==> config.mk <==
export PLATFORM = sky130hd
export DESIGN_NAME = cfg_space_resp
export DESIGN_NICKNAME = d
export VERILOG_FILES = /design/src/rtl/cfgsp_pkg.sv /design/src/rtl/cfgsp_base_reg.sv /design/src/rtl/cfgsp_fixed_rom.sv /design/src/rtl/cfg_space_resp.sv
export SDC_FILE = /design/constraint.sdc
export NUM_CORES = 1
export LEC_CHECK = 0
export ABC_AREA = 1
export BUFFER_PORTS_ARGS = -buffer_cell sky130_fd_sc_hd__buf_2
export CAP_MARGIN = 30
export CORE_MARGIN = 10
export CORE_UTILIZATION = 51
export CTS_CLUSTER_DIAMETER = 40
export DETAILED_ROUTE_END_ITERATION = 8
export PLACE_DENSITY = 0.88
export REMOVE_ABC_BUFFERS = 1
export SKIP_CTS_REPAIR_TIMING = 1
export SKIP_LAST_GASP = 1
export SYNTH_ARGS = -nofsm -noshare
export SYNTH_HDL_FRONTEND = slang
export SYNTH_SLANG_ARGS = --single-unit
==> constraint.sdc <==
create_clock -name clk -period 0.9 [get_ports clk]
set_input_delay 0 -clock clk [delete_from_list [all_inputs] [get_ports clk]]
set_output_delay 0 -clock clk [all_outputs]
set_load 0.01 [all_outputs]
==> src/rtl/cfgsp_pkg.sv <==
package cfgsp_pkg;
  localparam int unsigned DW_W = 6;

  localparam logic [DW_W-1:0] DW_IDENT = 6'd0;
  localparam logic [DW_W-1:0] DW_CMDST = 6'd1;
  localparam logic [DW_W-1:0] DW_CLASS = 6'd2;
  localparam logic [DW_W-1:0] DW_BASE0 = 6'd4;
  localparam logic [DW_W-1:0] DW_SUBID = 6'd11;
  localparam logic [DW_W-1:0] DW_INTR  = 6'd15;

  localparam logic [31:0] IDENT_WORD = 32'h3253_4348;
  localparam logic [15:0] CMD_VAL    = 16'h0001;
  localparam logic [15:0] STS_VAL    = 16'h0200;
  localparam logic [7:0]  REV_VAL    = 8'h10;
  localparam logic [7:0]  PIF_VAL    = 8'h02;
  localparam logic [7:0]  SUB_VAL    = 8'h00;
  localparam logic [7:0]  BCL_VAL    = 8'h07;
  localparam logic [7:0]  PIN_VAL    = 8'h01;
  localparam logic [31:0] IO_RESET   = 32'h0000_0001;

  // size mask of an I/O window: two's complement of its byte size
  function automatic logic [31:0] size_mask(input int unsigned bytes);
    return ~(32'(bytes)) + 32'd1;
  endfunction

  // next base register value on a write
  function automatic logic [31:0] base_next(input logic [31:0] old,
                                            input logic [31:0] wdata,
                                            input logic [31:0] mask);
    logic [31:0] v;
    v = (wdata == 32'hFFFF_FFFF) ? (wdata & mask) : wdata;
    return v | {30'd0, old[1:0]};
  endfunction

  // constant fields of the header, zero elsewhere
  function automatic logic [31:0] fixed_word(input logic [DW_W-1:0] dw);
    case (dw)
      DW_IDENT: return IDENT_WORD;
      DW_SUBID: return IDENT_WORD;
      DW_CMDST: return {STS_VAL, CMD_VAL};
      DW_CLASS: return {BCL_VAL, SUB_VAL, PIF_VAL, REV_VAL};
      default:  return 32'd0;
    endcase
  endfunction
endpackage

==> src/rtl/cfgsp_base_reg.sv <==
module cfgsp_base_reg
  import cfgsp_pkg::*;
#(
  parameter int unsigned WIN_BYTES = 8,
  parameter bit          LIVE      = 1'b1
) (
  input  logic        clk,
  input  logic        rst_n,
  input  logic        wr_en,
  input  logic [31:0] wdata,
  output logic [31:0] q
);
  localparam logic [31:0] MASK  = size_mask(WIN_BYTES);
  localparam logic [31:0] RST_V = LIVE ? IO_RESET : 32'd0;

  logic [31:0] next_v;
  assign next_v = LIVE ? base_next(q, wdata, MASK) : 32'd0;

  always_ff @(posedge clk or negedge rst_n) begin
    if (!rst_n)     q <= RST_V;
    else if (wr_en) q <= next_v;
  end
endmodule

==> src/rtl/cfgsp_fixed_rom.sv <==
module cfgsp_fixed_rom
  import cfgsp_pkg::*;
(
  input  logic [DW_W-1:0] dw,
  output logic [31:0]     data
);
  always_comb data = fixed_word(dw);
endmodule

==> src/rtl/cfg_space_resp.sv <==
module cfg_space_resp
  import cfgsp_pkg::*;
#(
  parameter int unsigned NUM_PORTS = 2,
  parameter int unsigned WIN_BYTES = 8
) (
  input  logic            clk,
  input  logic            rst_n,
  input  logic            req_valid,
  input  logic            req_write,
  input  logic [DW_W-1:0] req_dw,
  input  logic [31:0]     req_wdata,
  output logic            rsp_valid,
  output logic [31:0]     rsp_rdata
);
  localparam int unsigned NUM_BASE = 2;

  logic                wr_acc, rd_acc;
  logic [NUM_BASE-1:0] base_wr;
  logic [31:0]         base_q [NUM_BASE];
  logic [31:0]         bar0_q, bar1_q;
  logic                line_wr;
  logic [7:0]          line_q;
  logic [31:0]         rom_data, rd_word;

  assign wr_acc  = req_valid &&  req_write;
  assign rd_acc  = req_valid && !req_write;
  assign line_wr = wr_acc && (req_dw == DW_INTR);

  for (genvar i = 0; i < NUM_BASE; i++) begin : g_base
    assign base_wr[i] = wr_acc && (req_dw == DW_BASE0 + DW_W'(i));
    cfgsp_base_reg #(
      .WIN_BYTES(WIN_BYTES),
      .LIVE     (i < NUM_PORTS)
    ) u_base (
      .clk  (clk),
      .rst_n(rst_n),
      .wr_en(base_wr[i]),
      .wdata(req_wdata),
      .q    (base_q[i])
    );
  end

  assign bar0_q = base_q[0];
  assign bar1_q = base_q[1];

  always_ff @(posedge clk or negedge rst_n) begin
    if (!rst_n)       line_q <= 8'd0;
    else if (line_wr) line_q <= req_wdata[7:0];
  end

  cfgsp_fixed_rom u_rom (.dw(req_dw), .data(rom_data));

  always_comb begin
    case (req_dw)
      DW_BASE0:         rd_word = bar0_q;
      DW_BASE0 + 6'd1:  rd_word = bar1_q;
      DW_INTR:          rd_word = {16'd0, PIN_VAL, line_q};
      default:          rd_word = rom_data;
    endcase
  end

  always_ff @(posedge clk or negedge rst_n) begin
    if (!rst_n) begin
      rsp_valid <= 1'b0;
      rsp_rdata <= 32'd0;
    end else begin
      rsp_valid <= rd_acc;
      if (rd_acc) rsp_rdata <= rd_word;
    end
  end
endmodule

==> impl_metrics.env <==
export IMPL_p_sw_w=0.00236
export IMPL_slew_viol_final=0
export IMPL_initial_core_util_pct=52.0
export IMPL_slew_headroom_pct=77.0
export IMPL_setup_viol=14
export IMPL_synth_area_sq_um=4780
export IMPL_tns_ns=-0.180
export IMPL_synthAdderAreaFrac_pct=0
export IMPL_sw_frac_of_total_pct=25.0
export IMPL_fin_crit_sh_pct=104
export IMPL_path_max_fanout=2
export IMPL_fin_crit_ns=0.936
export IMPL_cts_sinks=105
export IMPL_yosysTopAreaCellShare_pct=53.9
export IMPL_crit_family="flip-flops"
export IMPL_regArea_sq_um=2630
export IMPL_antenna_found_initial=0
export IMPL_route_detailed_drc=0
export IMPL_synth_top_area_cell="dfrtp_1"
export IMPL_run_status="finished with violations"
export IMPL_die_h_microns=117
export IMPL_p_leak_nw=3.43
export IMPL_rows=35
export IMPL_fp_coreArea_sq_um=9200
export IMPL_nets=783
export IMPL_ant_nets=0
export IMPL_ys_types=21
export IMPL_die_x_microns=117
export IMPL_ys_ff_latch=105
export IMPL_grt_usage_pct=18.4
export IMPL_p_int_w=0.00705
export IMPL_cts_tree="done"
export IMPL_cp_slowest_cell="dfrtp_1"
export IMPL_clockRootBuffer="clkbuf_8"
export IMPL_syn_instance_count=603
export IMPL_hold_violations=0
export IMPL_grt_max_degree=40
export IMPL_nFillCells=700
export IMPL_synth_area_leaders="dfrtp_1, nand2_1, o21ai_1, nand3_1, inv_1"
export IMPL_synth_simple_area_share_pct=30.1
export IMPL_synth_compound_area_share_pct=7.92
export IMPL_synth_xor_area_share_pct=0
export IMPL_path_cells="buf_2"
export IMPL_combPwrFrac_pct=10.9
export IMPL_vias_per_cell=5.20
export IMPL_irDropWorstVdd_mv=0.797
export IMPL_p_clk_share_pct=34.2
export IMPL_critPathMaxStageDelay_ns=0.42
export IMPL_max_freq_ghz=1.07
export IMPL_finClkSkew_ns=0.00928
export IMPL_gp_congestion=0.859
export IMPL_drive_gt1_share_pct=22.4
export IMPL_finalWorstSetupSlack_ns=-0.0360
export IMPL_port_buffers=74
export IMPL_synth_mux_area_share_pct=0
export IMPL_drtPass1Iterations=5
export IMPL_wl_met3_microns=820
export IMPL_seq_power_share_pct=54.9
export IMPL_wirelength_mm=12.9
export IMPL_hold_slack_ns=0.00446
export IMPL_synth_warnings=0
export IMPL_p_per_area_nw_per_um2=1520
export IMPL_wl_per_cell_microns=15.0
export IMPL_cp_required_ns=0.90
export IMPL_tightest_slew_ns=0.344
export IMPL_ys_seq_area_share_pct=55.0
export IMPL_grt_pass1_wl_mm=20.1
export IMPL_multiInputGateArea_sq_um=1830
export IMPL_synth_top_family_by_area="simple AND/OR/NAND/NOR gates"
export IMPL_clkSlewWorstSetupHoldPaths_ns=0.10
export IMPL_htreeDepth=3
export IMPL_area_delta_synth_final_pct=29.3
export IMPL_setup_worst_path_class="register to output pin"
export IMPL_hpwl_mm=8.80
export IMPL_met2WireLength_mm=6.60
export IMPL_vias=4455
export IMPL_die_area_sq_um=13700
export IMPL_numCtsBuffers=9
export IMPL_clk_latency_ns=0.37
export IMPL_top_layer="met4"
export IMPL_syn_avg_cell_area_sq_um=7.93
export IMPL_first_iter_violations=411
export IMPL_cp_data_arrival_time_ns=0.94
export IMPL_rsz0062_at_grt="true"
export IMPL_io_pins=75
export IMPL_hp_class="primary input to register"
export IMPL_end_kind="output pin"
export IMPL_m1WireLength_mm=5.21
export IMPL_crit_buf_inv=1
export IMPL_grt_overflow=0
export IMPL_violations="setup timing"
export IMPL_critPathLaunchType="register"
export IMPL_cts_buffer_depth=2
export IMPL_antenna_diode_count=0
export IMPL_maxCapViolations=0
export IMPL_grt_pass1_vias=4283
per-stage QoR:
stage                     instances  total power [W]  util, %  instance area (sq um)  worst slack, ns
after floorplan                 577          0.00562        -                   4640            -1.37
after global placement          803          0.00608     60.5                   5560           -0.278
after detailed placement        803          0.00615     60.5                   5560           -0.304
after CTS                       819          0.00930     62.9                   5780          -0.0397
after global routing            857          0.00980     67.3                   6190          -0.0698
final                           857          0.00941     67.3                   6190          -0.0360
final timing paths:
check / startpoint / cells past startpoint / slack, ns / endpoint
max: rsp_rdata[8]$_DFFE_PN0P_ / 1 / -0.04 / rsp_rdata[8]
min: req_wdata[22] / 4 / 0.004 / g_base[0].u_base.q[22]$_DFFE_PN0P_
max reg2reg: rsp_rdata[3]$_DFFE_PN0P_ / 5 / 0.02 / rsp_rdata[3]$_DFFE_PN0P_
min reg2reg: g_base[0].u_base.q[0]$_DFFE_PN1P_ / 2 / 0.47 / g_base[0].u_base.q[0]$_DFFE_PN1P_
max in group asynchronous: rst_n / 3 / 0.33 / g_base[0].u_base.q[0]$_DFFE_PN1P_
min in group asynchronous: rst_n / 2 / 0.03 / rsp_valid$_DFF_PN0_
power by group through the flow:
stage | sequential, W | clock [W] | combinational, W
2_1_floorplan | 0.00522 | 0 | 0.000397
3_3_place_gp | 0.00523 | 0 | 0.000858
3_5_place_dp | 0.00525 | 0 | 0.000904
4_1_cts | 0.00516 | 0.00323 | 0.000915
5_1_grt | 0.00520 | 0.00345 | 0.00115
6_report | 0.00516 | 0.00321 | 0.00103
state kept, by name, indices dropped and copies added, names as in the netlist:
name / cells
g_base.u_base.q: 64
line_q: 8
rsp_rdata: 32
rsp_valid: 1
layer usage:
layer,up-vias,GRT usage [%]
met1,2104,22.3
met2,187,32.1
li1,2136,-
met4,0,6.10
met5,-,0
met3,28,3.41
worst register-to-register path, stage by stage (launching register included):
cell	delay (ns)
dfrtp_1	0.41
buf_4	0.14
inv_1	0.04
nor2_1	0.04
nor2_1	0.10
nand2_1	0.06
cell type report:
cell class	instances	area share (%)
Multi-Input combinational cell	421	29.5
Inverter	51	3.09
Clock buffer	10	2.06
Tap cell	111	2.24
Clock inverter	6	1.48
Sequential cell	105	42.5
Timing Repair Buffer	153	19.1
cell families (layout without fill, tap and decap cells):
group,count (synthesis),count (layout)
and+or+nand+nor,350,350
AOI/OAI and AO/OA,71,71
buffers and inverters,77,220
DFF,105,105
cell usage after synthesis, drive strengths merged:
library cell	count
nand2	278
clkbuf	9
inv	51
o21ai	62
dfstp	2
o21a	5
dfrtp	103
nand3	39
buf	17
a21oi	4
nor2	33
cell usage in the layout, fill, tap and decap left out:
cell,Yosys,final
bufinv_16,0,2
buf_4,3,45
nand3_1,39,39
nor2_1,25,23
inv_8,0,1
nand2_1,271,270
clkinv_2,0,1
a21oi_4,1,1
buf_12,0,8
dfrtp_1,103,103
dfstp_2,2,2
clkbuf_1,9,1
nor2_8,1,1
clkbuf_8,0,9
buf_2,11,65
a21oi_1,3,3
nand2_4,1,1
o21ai_1,50,50
nand2_2,6,7
nor2_4,4,4
buf_6,3,8
nor2_2,3,5
inv_1,46,46
dlygate4sd3_1,0,27
o21ai_0,12,12
o21a_1,5,5
clkinvlp_4,0,2
inv_2,5,5
No activity file was read; power rests on OpenSTA's default activity.
